### config.mk
export PLATFORM = sky130hd
export DESIGN_NAME = wdog_two_stage
export DESIGN_NICKNAME = d
export VERILOG_FILES = /design/src/rtl/wdog_pkg.sv /design/src/rtl/wdog_regs.sv /design/src/rtl/wdog_counter.sv /design/src/rtl/wdog_fsm.sv /design/src/rtl/wdog_two_stage.sv
export SDC_FILE = /design/constraint.sdc
export NUM_CORES = 1
export LEC_CHECK = 0
export ABC_AREA = 1
export BUFFER_PORTS_ARGS = -buffer_cell sky130_fd_sc_hd__buf_2
export CAP_MARGIN = 20
export CORE_ASPECT_RATIO = 2
export CORE_MARGIN = 4
export CORE_UTILIZATION = 60
export DETAILED_ROUTE_END_ITERATION = 6
export GPL_ROUTABILITY_DRIVEN = 1
export PLACE_DENSITY = 0.82
export SYNTH_ARGS = -nofsm -noshare
export SYNTH_HDL_FRONTEND = slang
export SYNTH_HIERARCHICAL = 1
export SYNTH_SLANG_ARGS = --single-unit
### constraint.sdc
create_clock -name clk -period 4.9 [get_ports clk]
set_input_delay 0.49 -clock clk [delete_from_list [all_inputs] [get_ports clk]]
set_output_delay 0.49 -clock clk [all_outputs]
set_load 0.03 [all_outputs]
### src/rtl/wdog_pkg.sv
package wdog_pkg;

    typedef enum logic [1:0] {
        WD_OFF    = 2'd0,
        WD_RUN    = 2'd1,
        WD_WARNED = 2'd2,
        WD_FIRED  = 2'd3
    } wd_state_e;

    // Byte offsets of the registers; software depends on them.
    localparam int unsigned OFS_RESTART = 'h04;
    localparam int unsigned OFS_CTRL    = 'h08;
    localparam int unsigned OFS_STATUS  = 'h0C;
    localparam int unsigned OFS_WARN    = 'h10;
    localparam int unsigned OFS_FIRE    = 'h14;

    localparam int unsigned MIN_CNT_W = 29;

endpackage

### src/rtl/wdog_regs.sv
module wdog_regs
    import wdog_pkg::*;
#(
    parameter int unsigned ADDR_W = 8,
    parameter int unsigned DATA_W = 32,
    parameter int unsigned CNT_W  = 32
) (
    input  logic              clk,
    input  logic              rst_n,
    input  logic [ADDR_W-1:0] addr,
    input  logic              we,
    input  logic [DATA_W-1:0] wdata,
    input  logic              fire_evt,
    output logic              en_run,
    output logic              en_irq,
    output logic [CNT_W-1:0]  warn_thr,
    output logic [CNT_W-1:0]  fire_thr,
    output logic              restart_req,
    output logic              sticky,
    output logic [DATA_W-1:0] rdata
);

    localparam logic [ADDR_W-1:0] A_RESTART = ADDR_W'(OFS_RESTART);
    localparam logic [ADDR_W-1:0] A_CTRL    = ADDR_W'(OFS_CTRL);
    localparam logic [ADDR_W-1:0] A_STATUS  = ADDR_W'(OFS_STATUS);
    localparam logic [ADDR_W-1:0] A_WARN    = ADDR_W'(OFS_WARN);
    localparam logic [ADDR_W-1:0] A_FIRE    = ADDR_W'(OFS_FIRE);

    logic wr_ctrl, wr_status, wr_warn, wr_fire;

    always_comb begin
        wr_ctrl     = we && (addr == A_CTRL);
        wr_status   = we && (addr == A_STATUS);
        wr_warn     = we && (addr == A_WARN);
        wr_fire     = we && (addr == A_FIRE);
        restart_req = we && (addr == A_RESTART) && wdata[0];
    end

    always_ff @(posedge clk or negedge rst_n) begin
        if (!rst_n) begin
            en_run   <= 1'b0;
            en_irq   <= 1'b0;
            warn_thr <= '0;
            fire_thr <= '0;
        end else begin
            if (wr_ctrl) begin
                en_run <= wdata[0];
                en_irq <= wdata[1];
            end
            if (wr_warn) warn_thr <= wdata[CNT_W-1:0];
            if (wr_fire) fire_thr <= wdata[CNT_W-1:0];
        end
    end

    // Sticky fired flag: a new event outranks a software clear.
    always_ff @(posedge clk or negedge rst_n) begin
        if (!rst_n)                      sticky <= 1'b0;
        else if (fire_evt)               sticky <= 1'b1;
        else if (wr_status && wdata[0])  sticky <= 1'b0;
    end

    always_comb begin
        rdata = '0;
        case (addr)
            A_CTRL:   rdata = DATA_W'({en_irq, en_run});
            A_STATUS: rdata = DATA_W'(sticky);
            A_WARN:   rdata = DATA_W'(warn_thr);
            A_FIRE:   rdata = DATA_W'(fire_thr);
            default:  rdata = '0;
        endcase
    end

endmodule

### src/rtl/wdog_counter.sv
module wdog_counter #(
    parameter int unsigned CNT_W = 32
) (
    input  logic             clk,
    input  logic             rst_n,
    input  logic             clear,
    input  logic             advance,
    output logic [CNT_W-1:0] cnt
);

    always_ff @(posedge clk or negedge rst_n) begin
        if (!rst_n)       cnt <= '0;
        else if (clear)   cnt <= '0;
        else if (advance) cnt <= cnt + CNT_W'(1);
    end

endmodule

### src/rtl/wdog_fsm.sv
module wdog_fsm
    import wdog_pkg::*;
#(
    parameter int unsigned CNT_W = 32
) (
    input  logic             clk,
    input  logic             rst_n,
    input  logic             en_run,
    input  logic             en_irq,
    input  logic             restart_req,
    input  logic [CNT_W-1:0] cnt,
    input  logic [CNT_W-1:0] warn_thr,
    input  logic [CNT_W-1:0] fire_thr,
    output wd_state_e        state,
    output logic             cnt_clear,
    output logic             cnt_adv,
    output logic             fire_evt,
    output logic             bark_irq,
    output logic             bite_rst
);

    wd_state_e state_nx;
    logic      counting;
    logic      warn_hit;
    logic      fire_hit;

    always_comb begin
        counting = (state == WD_RUN) || (state == WD_WARNED);
        warn_hit = (state == WD_RUN) && en_run && !restart_req && (cnt == warn_thr);
        fire_hit = counting && en_run && !restart_req && (cnt == fire_thr);
    end

    // Next-state logic
    always_comb begin
        state_nx = state;
        unique case (state)
            WD_OFF: begin
                if (en_run) state_nx = WD_RUN;
            end
            WD_RUN: begin
                if (!en_run)          state_nx = WD_OFF;
                else if (restart_req) state_nx = WD_RUN;
                else if (fire_hit)    state_nx = WD_FIRED;
                else if (warn_hit)    state_nx = WD_WARNED;
            end
            WD_WARNED: begin
                if (!en_run)          state_nx = WD_OFF;
                else if (restart_req) state_nx = WD_RUN;
                else if (fire_hit)    state_nx = WD_FIRED;
            end
            WD_FIRED: begin
                if (!en_run)          state_nx = WD_OFF;
                else if (restart_req) state_nx = WD_RUN;
            end
        endcase
    end

    // State register
    always_ff @(posedge clk or negedge rst_n) begin
        if (!rst_n) state <= WD_OFF;
        else        state <= state_nx;
    end

    // Counter control and event strobe
    always_comb begin
        cnt_clear = (state == WD_OFF) || !en_run || restart_req;
        cnt_adv   = counting;
        fire_evt  = fire_hit;
    end

    // Registered outputs
    always_ff @(posedge clk or negedge rst_n) begin
        if (!rst_n) begin
            bark_irq <= 1'b0;
            bite_rst <= 1'b0;
        end else begin
            bite_rst <= fire_hit;
            if (!en_run || restart_req)  bark_irq <= 1'b0;
            else if (warn_hit && en_irq) bark_irq <= 1'b1;
        end
    end

endmodule

### src/rtl/wdog_two_stage.sv
module wdog_two_stage
    import wdog_pkg::*;
#(
    parameter int unsigned ADDR_W = 8,
    parameter int unsigned DATA_W = 32,
    parameter int unsigned CNT_W  = 32
) (
    input  logic              clk,
    input  logic              rst_n,
    input  logic [ADDR_W-1:0] bus_addr,
    input  logic              bus_we,
    input  logic [DATA_W-1:0] bus_wdata,
    output logic [DATA_W-1:0] bus_rdata,
    output logic              bark_irq,
    output logic              bite_rst
);

    initial begin
        if (CNT_W < MIN_CNT_W || CNT_W > DATA_W)
            $error("wdog_two_stage: CNT_W must lie between %0d and DATA_W", MIN_CNT_W);
    end

    logic             en_run, en_irq, restart_req, sticky;
    logic             cnt_clear, cnt_adv, fire_evt;
    logic [CNT_W-1:0] warn_thr, fire_thr, cnt;
    wd_state_e        state;

    wdog_regs #(.ADDR_W(ADDR_W), .DATA_W(DATA_W), .CNT_W(CNT_W)) u_regs (
        .clk(clk), .rst_n(rst_n), .addr(bus_addr), .we(bus_we), .wdata(bus_wdata),
        .fire_evt(fire_evt), .en_run(en_run), .en_irq(en_irq),
        .warn_thr(warn_thr), .fire_thr(fire_thr), .restart_req(restart_req),
        .sticky(sticky), .rdata(bus_rdata)
    );

    wdog_counter #(.CNT_W(CNT_W)) u_cnt (
        .clk(clk), .rst_n(rst_n), .clear(cnt_clear), .advance(cnt_adv), .cnt(cnt)
    );

    wdog_fsm #(.CNT_W(CNT_W)) u_fsm (
        .clk(clk), .rst_n(rst_n), .en_run(en_run), .en_irq(en_irq),
        .restart_req(restart_req), .cnt(cnt), .warn_thr(warn_thr), .fire_thr(fire_thr),
        .state(state), .cnt_clear(cnt_clear), .cnt_adv(cnt_adv), .fire_evt(fire_evt),
        .bark_irq(bark_irq), .bite_rst(bite_rst)
    );

endmodule

# ---- Word level (Yosys, flattened, before mapping)
# Cells that the tools add are included.
dict set report op_classes {
  add_sub_neg 1
  mul 0
  div 0
  order_cmp 0
  n_eq_ne 14
  n_shift 0
  muxes 18
  n_bitwise 0
  reduce_logical 25
}
# op n
set op_table {}
lappend op_table {{$pmux 32 s4} 1}
lappend op_table {{$eq 32x32->1} 2}
lappend op_table {{$mux 32} 2}
lappend op_table {{$add 32x1->32 const B} 1}
lappend op_table {{$mux 2} 10}
lappend op_table {{$eq 8x4->1 const B} 2}
lappend op_table {{$eq 8x5->1 const B} 2}
lappend op_table {{$logic_and 1x1->1} 14}
lappend op_table {{$eq 8x3->1 const B} 1}
lappend op_table {{$pmux 2 s4} 1}
lappend op_table {{$reduce_bool 2->1} 3}
lappend op_table {{$ne 5x2->1 const B} 1}
lappend op_table {{$eq 2x2->1 const B} 2}
lappend op_table {{$logic_or 1x1->1} 4}
lappend op_table {{$mux 1} 4}
lappend op_table {{$ne 4x2->1 const B} 1}
lappend op_table {{$reduce_and 4->1} 1}
lappend op_table {{$ne 3x2->1 const B} 1}
lappend op_table {{$eq 2x1->1 const B} 1}
lappend op_table {{$logic_not 1->1} 2}
lappend op_table {{$logic_not 2->1} 1}
lappend op_table {{$ne 2x2->1 const B} 1}
dict set report word_totals {
  reg_bits 103
  latchBits 0
  ramBits 0
  mem_bits_ro 0
  inputBits 43
  out_inout_bits 34
  word_cells 67
  n_memories 0
}

# ---- Logic depth before layout (Yosys ltp)
# Gate-level depths: netlist (run 1).
dict set report logic_depth {
  depth_word 11
  ltp_mapped 15
  depth_no_buf 15
}

# ---- Modules after synthesis
# The synthesis (run 1) kept the hierarchy.
# mod n_inst cells_each area_per_inst_um2 seq_area_each_um2
set by_module_without_submodules {}
lappend by_module_without_submodules {wdog_regs 1 394 3128.0 1676.6}
lappend by_module_without_submodules {wdog_counter 1 273 1889.3 800.8}
lappend by_module_without_submodules {wdog_fsm 1 271 1453.9 100.1}

# ---- Worst setup path after synthesis (run 1)
# Ideal clock, no wire load.
dict set report synth_path {
  path_type {input to register}
  start {in bus_we}
  end {reg u_cnt.cnt[26]}
  setup_time_ns 0.119
  arrival_time_ns 2.208
  path_slack_ns 2.573
  path_stages 14
  cell_sequence {buf_2 nand2_1 nor4_1 inv_1 nand2_1 inv_1 nand2_1 nor2_4 nor2_4 nand2_2 nor2_1 nand3_1 nand2_1 nor2_1}
}
dict set report synth_between {
  elab_chain_cells 4
  word_cells_on_any_way 5
  cone_classes {1 x mux; 4 x reduce/logical}
}
# element line
set synth_rtl {}
lappend synth_rtl {{start, declared} wdog_two_stage.sv:11} ;# input logic bus_we,
lappend synth_rtl {{$logic_and 1x1->1 (*) (2 in series)} wdog_regs.sv:36} ;# restart_req = we && (addr == A_RESTART) && wdata[0];
lappend synth_rtl {{net restart_req} wdog_two_stage.sv:23} ;# logic en_run, en_irq, restart_req, sticky;
lappend synth_rtl {{$logic_or 1x1->1 (*)} wdog_fsm.sv:66} ;# cnt_clear = (state == WD_OFF) || !en_run || restart_req;
lappend synth_rtl {{net cnt_clear} wdog_two_stage.sv:24} ;# logic cnt_clear, cnt_adv, fire_evt;
lappend synth_rtl {{$mux 32 / $reduce_bool 2->1 (equally long branches)} --}
lappend synth_rtl {{end signal, assigned} wdog_counter.sv:14} ;# else if (advance) cnt <= cnt + CNT_W'(1);
lappend synth_rtl {{end, declared} wdog_counter.sv:8} ;# output logic [CNT_W-1:0] cnt
# Mark *: on every way through the listed nets, which the timed path passes. The rest lies on a longest branch.
# A chain may end at the register's enable or synchronous reset.

# ---- Worst setup path in the final report (run 1)
dict set report layout_path {
  start {in bus_addr[5]}
  end {out bus_rdata[15]}
}
dict set report layout_between {
  elab_chain_cells 2
  word_cells_on_any_way 5
  cone_classes {4 x eq/ne; 1 x mux}
}
# element line
set layout_rtl {}
lappend layout_rtl {{start, declared} wdog_two_stage.sv:10} ;# input logic [ADDR_W-1:0] bus_addr,
lappend layout_rtl {{$eq 8x5->1 / $eq 8x4->1 (equally long branches)} wdog_regs.sv:64} ;# case (addr)
lappend layout_rtl {{$pmux 32 s4 (*)} wdog_regs.sv:64}
lappend layout_rtl {{end, declared} wdog_two_stage.sv:13} ;# output logic [DATA_W-1:0] bus_rdata,
# Mark *: on every way between the ends. The rest lies on a longest branch, timed or not.

==> out/results.txt, run 1 <==
Sorting the synthesized cells by area gives the leading types as dfrtp_1, nand2_1, inv_1. The maximum number of pins on one net before global-route repair came out at 65. Clock buffer count from CTS: 9. For this design, the sink count on the clock tree is 103.

After the first detailed-routing iteration, the DRC count stood at 392. Once detail routing completed, the nets flagged for antenna violations numbered 0. Post-synthesis instance area: 6470 um2. In the final design database the tool counted 1053 nets. The clock period minus worst slack works out to 2480 ps. The number of nets handed over by synthesis was 986. In the post-synthesis netlist, the cell with the most instances is nand2_1.

In this run the clock root is driven by a clkbuf_16. The width of the die is 81.4 um, and the row count is 53. The number of vias per cell is 5.37. The classification of the worst setup path is primary input to output port. The power density over cell area was 261 nW/um2. The startpoint identified for the worst register-to-register timing path is u_fsm/state[1].

Clock-pin slew was measured on the worst setup and hold paths at 70 ps. In this run the count of I/O pins placed on the die edge is 77. For the DRC violation count after routing, the log shows 0. The routed layout has 6164 vias. After detailed routing, the average wire length per cell comes to 15.1 um. For this run, the detailed router's first-pass iteration total came to 5. The number of antenna violations at the first check in global routing is 0. Clock latency on the worst-skew pair, taken at its later pin, is 350 ps.

Transition at the pin with the smallest max-transition slack: 956 ps. After synthesis, the largest area contributor takes up 39.8% of total cell area. Dividing the final minimum period by the clock period gives 50.6%. Setup repair after global routing left no endpoint under its margin. The register-to-register path setup slack was 2690 ps; the die area was 12600 um2. Capture point of the worst reg-to-reg path: u_cnt/cnt[16].

TritonCTS built the clock tree. The run gives 0.276 mV as the maximum resistive drop on vdd. After global routing the overflow that remains totals 0. For the final routed database, the setup TNS stands at 0 ps.

The number of different library cells used by synthesis comes to 35. In this run, synthesis inferred 0 flip-flops with an integrated enable. The H-tree depth was 3; the max-capacitance violation count was 0. The finished layout holds 1147 standard cells, fillers aside. 0 antenna diodes ended up in the layout.

The tools report the number of buffers on the longest clock path as 2. STA classifies the critical path startpoint as a primary input. The logs give 0 for the final count of pins violating max slew and 0 for the buffer count from post-CTS setup fixing.

By count the netlist is led by nand2_1, inv_1, nor2_1, dfrtp_1, o21ai_1. The tools report the clock tree skew after final layout as 8.68 ps. The count of buffers from port buffering was 76; the share of flip-flops with an asynchronous set or reset was 100%. For this configuration, the core starts out at a cell density of 61.4%. For the post-cts resize count, the log shows 0. For the worst setup path, the data required time is 4410 ps.

Global routing consumed, over all layers together, 28.7% of the routing resources. The most critical setup path has its startpoint at bus_addr[5]. Including well taps, the total number of placed cells is 1130. Hold timing on the final database bottoms out at a slack of 174 ps. Largest area contributor in the netlist: dfrtp_1. A synthesized cell averages 6.90 um2. The critical path endpoint category is an output port. Based on the critical path, the design can be clocked at up to 403 MHz. In this run the tightest slew margin relative to its limit is 36.2%. The depth of the worst register-to-register path was 7; the top fanout value on the critical path was 22.

The run finished with clean final reports. The via count of the first global-routing pass is 5874. Compared with the post-synthesis result, the final layout area differs by 11.8%. The tools report the number of instances in the synthesized netlist as 938. The run gives 0 as the hold violation count in the final report. The first global-routing pass estimated 27.8 mm of wire. Synthesis inferred 103 register bits. The most instantiated flip-flop cell in the synthesis netlist is dfrtp_1. The region available for standard cell placement spans 10500 um2.

Sequential cells were found to cover 39.8% of the synthesized design area. Setup violations remaining at the end of the flow were counted as 0. The routed design has 17.4 mm of wire. Detailed placement finished with a half-perimeter wire length of 13.0 mm. The worst hold-check path type is primary input to asynchronous set/reset pin. The number of warnings issued by yosys is 6. The floorplan step set the die height to 155 um.

Placer's final routability congestion estimate: 0.962. At the worst endpoint, the arrival time is 1990 ps. Summed over all cells, the static leakage comes to 3.75 nW. The post-route netlist has 13.5% of its cells at a drive strength greater than 1.

After clock tree synthesis, the flow added hold-fix buffers numbering 0.
-- cell families after synthesis --
logic type	Yosys count	synth area share (%)
flops	103	39.8
compound gates	109	8.70
fa+ha+maj	5	0.967
buf+inv	143	9.26
xor+xnor	43	5.82
simple gates	535	35.4
-- final cells by class --
type | count | area [um2]
Fill cell | 911 | 3310
Clock buffer | 10 | 229
Timing Repair Buffer | 79 | 445
Clock inverter | 6 | 68.8
Inverter | 120 | 450
Multi-Input combinational cell | 692 | 3290
Sequential cell | 103 | 2580
Tap cell | 137 | 171
-- stage by stage --
| step | setup slack (ps) | util (%) | total power, mW | cell area (um2) |
|---|---|---|---|---|
| 6_report | 2420 | 68.6 | 1.89 | 7240 |
| 4_1_cts | 2110 | 68.4 | 1.89 | 7210 |
| 3_5_place_dp | 2110 | 65.6 | 1.17 | 6910 |
| 3_3_place_gp | 2040 | 65.3 | 1.17 | 6880 |
| 2_1_floorplan | 2570 | - | 1.09 | 6470 |
| 5_1_grt | 2150 | 68.6 | 1.97 | 7240 |
-- sequential cells by signal (all words and copies together), names as in the netlist --
signal and flops:
u_regs/en_irq 1, u_fsm/bite_rst 1, u_fsm/state 2, u_cnt/cnt 32, u_regs/warn_thr 32, u_fsm/bark_irq 1, u_regs/sticky 1, u_regs/en_run 1
u_regs/fire_thr 32
-- placed cells by master (no fill, tap or decap), types with 7 or more instances in the layout --
master and instances:
clkbuf_16 9, nand3_1 37, xor2_1 22, buf_2 75
xnor2_1 21, nor2_4 10, a21oi_1 19, nand4_1 7
nor2_1 112, nand2_2 12, o21ai_0 19, o21ai_1 65
nand2_1 328, inv_1 115, dfrtp_1 103, nor2_2 7
-- how the worst max path moves through the flow --
stage,end,slack [ps],cells past startpoint
6_report,bus_rdata[15],2420,9
5_1_grt,u_cnt/cnt[5],2150,12
4_1_cts,bus_rdata[29],2110,8
3_5_place_dp,bus_rdata[29],2110,8
3_3_place_gp,bus_rdata[22],2040,8
2_1_floorplan,u_cnt/cnt[26],2570,14
-- per-layer routing --
metal / vias up / share of wire (%) / global-route usage (%)
met5: - / 0 / 0
met4: 0 / 6.1 / 18.0
met3: 63 / 5.8 / 4.00
met2: 266 / 53 / 50.7
met1: 2806 / 35 / 30.9
li1: 3029 / - / -
-- where the power goes --
part	switching, mW	internal [mW]
clock network	0.332	0.398
logic	0.146	0.0911
registers	0.0407	0.883
-- worst max-delay path, stage by stage --
cell	delay, ps
buf_2	100
inv_2	70
nand2_2	80
nor2_8	180
and2_1	490
buf_16	230
nand2_1	70
nand2_1	70
buf_2	190
No activity file was read; power rests on OpenSTA's default activity.
==> inputs of run 2 (changes only) <==
--- a/config.mk
+++ b/config.mk
@@ -5,15 +5,15 @@
 export SDC_FILE = /design/constraint.sdc
 export NUM_CORES = 1
 export LEC_CHECK = 0
-export ABC_AREA = 1
+export ABC_AREA = 0
 export BUFFER_PORTS_ARGS = -buffer_cell sky130_fd_sc_hd__buf_2
 export CAP_MARGIN = 20
 export CORE_ASPECT_RATIO = 2
 export CORE_MARGIN = 4
-export CORE_UTILIZATION = 60
+export CORE_UTILIZATION = 59
 export DETAILED_ROUTE_END_ITERATION = 6
 export GPL_ROUTABILITY_DRIVEN = 1
-export PLACE_DENSITY = 0.82
+export PLACE_DENSITY = 0.81
 export SYNTH_ARGS = -nofsm -noshare
 export SYNTH_HDL_FRONTEND = slang
 export SYNTH_HIERARCHICAL = 1
==> constraint.sdc (replaced) <==
create_clock -name clk -period 2.31 [get_ports clk]
set_input_delay 0.231 -clock clk [delete_from_list [all_inputs] [get_ports clk]]
set_output_delay 0.231 -clock clk [all_outputs]
set_load 0.03 [all_outputs]
==> run 2 against run 1 <==
  * Synthesized cell count is 44% lower
  * First-iteration DRC count is 49% lower
  * Area after synthesis is 7.2% lower
  * Sequential cell count stayed put
  * Utilization is 4.4 points higher
  * Global-route usage is 1.2 points lower
  * Setup slack worse by 2400 ps
  * Cell area is 0.83% lower
  * Clock skew is 2.4 ps lower
  * Highest routed layer unchanged
==> out/results.txt, run 2 <==
Synthesis instantiated 50 different standard cells from the library. The flow ran to the end, and the final reports show no timing, DRC or antenna violations. The number of vias per cell was 5.95. Yosys attributes the largest share of cell area to dfrtp_1, mux2_4, xor2_1. The width of the die is 79.4 um. For the post-detailed-placement half-perimeter wirelength, the log shows 11.9 mm.

After detailed routing, the average wire length per cell comes to 20.9 um. The number of instances in the synthesized netlist was 521; the maximum number of pins on one net before global-route repair was 50. At the later pin of the worst-skew pair, clock insertion delay measures 350 ps.

The part of the power in the clock network was 37.3%. The clock buffer count from CTS was 9; the area of all placed cells without fillers was 7180 um2. 0 antenna diodes ended up in the layout. Hold is met by 126 ps. TritonCTS built the clock tree. The internal power summed over all cells came out at 3.07 mW. The run gives 4697 as the via count of the first global-routing pass.

The number of enable-type register cells in the synthesized netlist was 0. The tools report the die area as 12000 um2. The top fanout value on the critical path is 5, and the number of buffers on the longest clock path is 2. The library cell used most frequently in the layout, excluding fill and tap cells, is dfrtp_1.

In this run the tightest slew margin relative to its limit is 57.1%. Synthesis-stage register bit count: 103. For the effective utilization at floorplan, the log shows 61.1%.

The hold violation count in the final report was 0. In this run the remaining antenna-violating nets after routing total 0. The number of nets in the finished design is 680, and the fill cell instance count of the final layout is 717.

Sequential cells account for 47.5% of the total power. The share of flip-flops with an asynchronous set or reset is 100%. The most instantiated flip-flop cell in the synthesis netlist was dfrtp_1. The net switching share of the total power works out to 25.2%.

After floorplanning, the core was divided into 51 placement rows. The critical path goes through buf_8 -> nor4_4 -> nand3_1 -> nor2_1 -> and2b_4 -> or2b_4 -> o211ai_1 -> or3_4 -> buf_6 -> or4_4 -> a21oi_2. Setup violations remaining at the end of the flow were counted as 0. The worst setup path is captured at a register. The sort of element at the start of the critical path was a primary input. The footprint of the multi-input gates was 3300 um2; the detailed-router iteration count before antenna repair was 5.

The period utilization is 99.4%, and the combinational fraction of design power is 15.2%. The most critical setup path has its startpoint at bus_addr[5]. The classification of the worst setup path was primary input to register. Timing would allow up to 435 MHz. In this run the static leakage power is 3.60 nW. The path class of the tightest hold or removal check is primary input to register. Compared with the post-synthesis result, the final layout area differs by 19.5%. In the global route stage, overall resource usage came out at 27.5%. The detailed router finished its first iteration with 199 violations. The post-route netlist has 36.2% of its cells at a drive strength greater than 1.

In the synthesized netlist, the cells that appear most often are dfrtp_1, mux2_4, nor2_1, xor2_1, xnor2_1. The count of buffers from port buffering was 76. Summing all placed instances gives a cell area of 6770 um2. The detailed-route wire length was 16.0 mm; the final count of pins violating max slew was 0. The transition at the pin with the smallest max-transition slack came out at 644 ps. Measured along the y axis, the die boundary spans 151 um.

For this run, the number of Yosys warnings is 6. The logs give 6.32 ps for the clock tree skew after final layout and 42.9% for the portion of the post-synthesis area used by sequential elements. Summing all flip-flop and latch instances after layout gives 2580 um2. For the post-synthesis instance area, the log shows 6010 um2. IR analysis of the VDD net gives a maximum drop of 0.530 mV.

Placer's final routability congestion estimate: 0.935. The first global-routing pass estimated 24.7 mm of wire. In the post-route analysis, the smallest setup slack over all paths is 13.4 ps.

The share of the synthesized area in the top cell type is 42.9%. Setup repair after global routing could not meet its margin everywhere. Summed over all layers, the global routing overflow is 0. The clock drives 103 sinks. The pre-CTS worst setup slack came out at -438 ps. The largest area contributor in the netlist is dfrtp_1.

The finished layout holds 767 standard cells, fillers aside. In this run the power spent charging and discharging nets is 1.03 mW. The cell family contributing the most delay on the critical path is simple AND/OR/NAND/NOR gates. The clock tree synthesis step divided the H-tree into 3 levels.

The largest registers in the layout are u_cnt/cnt x32, u_regs/fire_thr x32, u_regs/warn_thr x32. The number of buffers and inverters on the critical path is 2. The worst path needs 2300 ps of the cycle, external delays included. In this run the critical register-to-register path is launched from u_fsm/state[0]. After clock tree synthesis, the clock-pin slew on the worst setup and hold paths is 70 ps. The power density over cell area was 573 nW/um2. The library cells used most frequently in the layout, excluding fill and tap cells, are dfrtp_1, buf_2, mux2_4, nor2_1, buf_4.

The floorplan step defined a core boundary enclosing 9830 um2. The number of placed instances with taps included came out at 746. When the netlist entered floorplanning its net count stood at 569.

The tools report the number of antenna violations at the first check in global routing as 0. For the max-capacitance violation count, the log shows 0. The most common cell in the synthesized netlist is dfrtp_1. For the worst setup path, the data required time is 2580 ps. For this run, the slowest stage of the critical path takes 470 ps.

Dividing the synthesized area by the synthesized cell count gives 11.5 um2. Cells fill 73.0% of the core in the end. The slowest stage of the critical path belongs to the cell or4_4. The logs give 4564 for the via count and 0 for the DRC violation count after routing.

The tree is rooted in a clkbuf_16. The worst hold path begins at bus_wdata[17]. At the worst endpoint, the arrival time is 2570 ps. I/O pin count: 77.
==> run 2: changes by cell type after synthesis, moves of 17 or more <==
| cell | delta |
|---|---|
| nand2_1 | -312 |
| inv_1 | -106 |
| nor2_1 | -68 |
| o21ai_1 | -64 |
| mux2_4 | +48 |
| mux2i_1 | +33 |
| mux2_2 | +21 |
| nand3_1 | -21 |
| xor2_1 | +17 |
==> run 2: final cells by class <==
cell class              instances  area share, %
inverters                       9          0.471
clock buffers                  11           3.52
clock inverters                 3          0.610
well taps                     132           2.30
multi-input cells             384           46.0
flip-flops and latches        103           35.9
repair buffers                125           11.2
==> run 2: worst paths after layout <==
path	endpoint	cells past startpoint	slack, ps
max in group asynchronous	u_cnt/cnt[12]	3	1250
worst max register to register	u_cnt/cnt[24]	8	90
min in group asynchronous	u_regs/warn_thr[29]	2	340
worst min register to register	u_regs/sticky	1	480
worst min-delay path	u_regs/fire_thr[17]	2	130
worst max-delay path	u_cnt/cnt[24]	11	10
==> run 2: through the flow <==
step / total power [mW] / setup TNS [ps]
after floorplan: 2.34 / -3690
after global placement: 2.54 / -5520
after detailed placement: 2.57 / -6770
after CTS: 4.10 / 0
after global routing: 4.25 / -223
final: 4.11 / 0
==> run 2: cell families (layout without fill, tap and decap cells) <==
| logic type | Yosys count | in the layout | share of synthesized area [%] |
|---|---|---|---|
| AO/OA/AOI/OAI | 53 | 53 | 5.87 |
| XOR/XNOR | 75 | 75 | 10.9 |
| adder cells (fa/ha/maj) | 5 | 5 | 1.04 |
| buffers and inverters | 34 | 148 | 3.21 |
| flip-flops | 103 | 103 | 42.9 |
| multiplexers | 102 | 102 | 21.4 |
| AND/OR/NAND/NOR | 149 | 149 | 14.6 |
==> run 2: power by group through the flow <==
stage	combinational [mW]	sequential (mW)	clock (mW)
after floorplan	0.376	1.97	0
after detailed placement	0.588	1.99	0
after CTS	0.594	1.95	1.56
after global placement	0.564	1.98	0
after global routing	0.669	1.96	1.62
final	0.624	1.95	1.53
==> run 2: what timing repair did <==
| action | 4_1_cts | 5_1_grt |
|---|---|---|
| endpoints found under the hold margin | 25 | 0 |
| setup buffers | 0 | 4 |
| setup endpoints to repair | 12 | 8 |
| cloned | 0 | 2 |
| resized for setup | 3 | 12 |
| hold buffers | 1 | 0 |
| pin swaps | 1 | 0 |
==> run 2: layer usage <==
metal	up-vias	track usage, %	share of wire [%]
met3	49	5.03	3.7
li1	2088	-	-
met5	-	0	0
met1	2282	31.0	37
met2	145	48.4	53
met4	0	14.6	5.6
==> inputs of run 3 (changes only) <==
--- a/config.mk
+++ b/config.mk
@@ -10,10 +10,11 @@
 export CAP_MARGIN = 20
 export CORE_ASPECT_RATIO = 2
 export CORE_MARGIN = 4
-export CORE_UTILIZATION = 59
+export CORE_UTILIZATION = 60
+export CTS_BUF_LIST = sky130_fd_sc_hd__clkbuf_4 sky130_fd_sc_hd__clkbuf_8
 export DETAILED_ROUTE_END_ITERATION = 6
 export GPL_ROUTABILITY_DRIVEN = 1
-export PLACE_DENSITY = 0.81
+export PLACE_DENSITY = 0.82
 export SYNTH_ARGS = -nofsm -noshare
 export SYNTH_HDL_FRONTEND = slang
 export SYNTH_HIERARCHICAL = 1
==> run 3 against run 2 <==
  * Global-route usage increased by 0.70 points
  * Utilization shrank 0.19 points
  * Sequential power about the same
  * Critical path type unchanged
  * Fmax up 0.26%
  * Cell count up 0.52%
  * Non-clock buffer count rose by 2
  * Cell area shrank 0.91%
  * Setup slack improved by 5.9 ps
  * Wire length is 0.32% lower
  * Sequential share of layout area increased by 0.33 points
  * Register-to-register slack got worse by 60 ps
  * Critical endpoint is now u_cnt/cnt[18]
  * Total power fell by 6.2%
==> out/results.txt, run 3 (synthesis results as in run 2) <==
After legalization and detailed placement, the total HPWL measured 11.8 mm. In this run the power density over the cells is 542 nW/um2. At the later pin of the worst-skew pair, clock insertion delay measures 370 ps.

The count of buffers from port buffering works out to 76. The tool flagged a number of max-cap violations equal to 0. After detailed routing, the average wire length per cell comes to 20.7 um. The tools report the effective utilization at floorplan as 61.5%.

In the final layout, the share of cells above drive strength 1 is 36.9%. The wire length of the first global-routing pass is 25.2 mm. Compared with the post-synthesis result, the final layout area differs by 18.4%.

Timing would allow up to 437 MHz. The worst hold path belongs to the class primary input to register. The maximum number of pins on one net before global-route repair is 48.

The classification of the worst setup path was primary input to register. The period utilization was 99.2%; the leakage component of the power was 3.58 nW. The die span in y came out at 150 um. The tools report the max-slew headroom at the worst pin as 54.9%. In the layout the commonest cells are dfrtp_1, buf_2, mux2_4, buf_4, nor2_1.

The logs give 0 for the hold violation count in the final report and 682 for the fill cell instance count of the final layout. The number of buffers on the longest clock path was 2; the via count of the first global-routing pass was 4890. The number of nets in the finished design is 682, and the clock tree skew after final layout is 10.4 ps.

TritonCTS built the clock tree. The top fanout value on the critical path works out to 8. The congestion estimate from routability-driven global placement came to 0.938. The worst setup path is captured at a register. The H-tree generated during clock tree synthesis spans 3 levels.

The flow ran to the end, and the final reports show no timing, DRC or antenna violations. In this run the remaining antenna-violating nets after routing total 0. Measured along the x axis, the die boundary spans 78.8 um. After detailed routing, the total wire length is 16.0 mm.

Across the whole layout, storage elements account for 2580 um2. The largest registers in the layout are u_cnt/cnt x32, u_regs/fire_thr x32, u_regs/warn_thr x32. The buffer cell driving the clock tree root was clkbuf_8.

The run gives 9760 um2 as the area of the placeable core. Setup repair after global routing could not meet its margin everywhere. The multi-input combinational cells in the finished layout cover a total of 3300 um2.

Clock-pin slew was measured on the worst setup and hold paths at 100 ps. The run gives 4 as the detailed-router iteration count before antenna repair. Dividing the detail-routed via count by the number of cells gives 5.92. The run gives 28.2% as the total routing resource utilization after global routing. Pin placement for this block handled 77 I/O pins.

The transition at the pin with the smallest max-transition slack came out at 677 ps. The number of antenna diodes in the final layout is 0. The worst setup path is launched from a primary input. The floorplan step defined a die boundary enclosing 11800 um2. The logs give 237 for the violation count after the first detailed-routing iteration and 103 for the CTS sink count.

The clock period minus worst slack was 2290 ps; the number of antenna violations at the first check in global routing was 0. Most common cell after layout, fill and taps aside: dfrtp_1. The data required time at the worst endpoint is 2610 ps. Overall power consumption after layout is estimated at 3.85 mW. The total overflow left after global routing is 0. The routed layout has 4567 vias. Data arrives at the worst endpoint at 2590 ps.

The logs give 51 for the row count and 9 for the clock buffer count from CTS. The final-report setup violation count is 0, and the maximum resistive drop on vdd is 0.532 mV. Summed over all failing endpoints, the final setup total negative slack is 0 ps.

The final count of pins violating max slew is 0, and the hold slack is 103 ps. After detailed routing, the number of remaining DRC violations is 0.
-- run 3: changes by cell type in the layout (fill, tap and decap cells not counted), sizes merged --
| cell | change |
|---|---|
| buf | +2 |
| clkinv | +1 |
| bufinv | +1 |
-- run 3: power by group --
part / internal (mW) / leakage, nW / switching (mW)
Combinational: 0.312 / 2.04 / 0.335
Sequential: 1.88 / 1.42 / 0.0739
Clock: 0.638 / 0.114 / 0.618
Total: 2.83 / 3.58 / 1.03
-- run 3: path summary, 6_finish.rpt --
path	start	slack, ps	end	cells past startpoint
max	bus_addr[6]	20	u_cnt/cnt[18]	11
min	bus_wdata[17]	100	u_regs/fire_thr[17]	2
max reg2reg	u_cnt/cnt[11]	30	u_cnt/cnt[27]	5
min reg2reg	u_fsm/bark_irq	510	u_fsm/bark_irq	1
max in group asynchronous	rst_n	1260	u_regs/warn_thr[10]	3
min in group asynchronous	rst_n	380	u_regs/warn_thr[30]	2
-- run 3: layout make-up --
cell class              count  share of cell area [%]
clock inverters             5                    1.16
clock buffers              11                    1.95
inverters                   9                   0.475
repair buffers            127                    11.5
well taps                 132                    2.32
multi-input cells         384                    46.4
flip-flops and latches    103                    36.2
-- run 3: layer usage --
metal  GRT usage [%]  part of all wire (%)  vias up
met5               0                     0        -
met4            13.9                   4.7        0
met3            3.86                   4.5       41
met2            51.6                    54      172
met1            31.3                    37     2260
li1                -                     -     2094
-- run 3: critical path: stages --
cell and delay, ps:
buf_8 100, nor4_4 290, nand3_1 110, nor2_1 160
and2b_4 210, or2b_4 230, o211ai_1 130, or3_4 470
buf_6 140, or4_1 390, a21oi_1 150
-- run 3: stage by stage --
stage	instance area, um2	utilization [%]	worst slack, ps	instances
floorplan	6050	-	-266	521
global placement	6780	69.4	-389	749
detailed placement	6780	69.4	-458	749
CTS	7020	71.9	16.1	767
global route	7110	72.8	-40.8	771
finish	7110	72.8	19.4	771
-- run 3: repair_timing --
| item | 4_1_cts | 5_1_grt |
|---|---|---|
| pin swaps | 1 | 7 |
| endpoints found under the setup margin | 9 | 12 |
| hold buffers | 1 | 0 |
| gates resized for setup | 2 | 18 |
| buffers inserted | 1 | 5 |
| endpoints found under the hold margin | 38 | 0 |
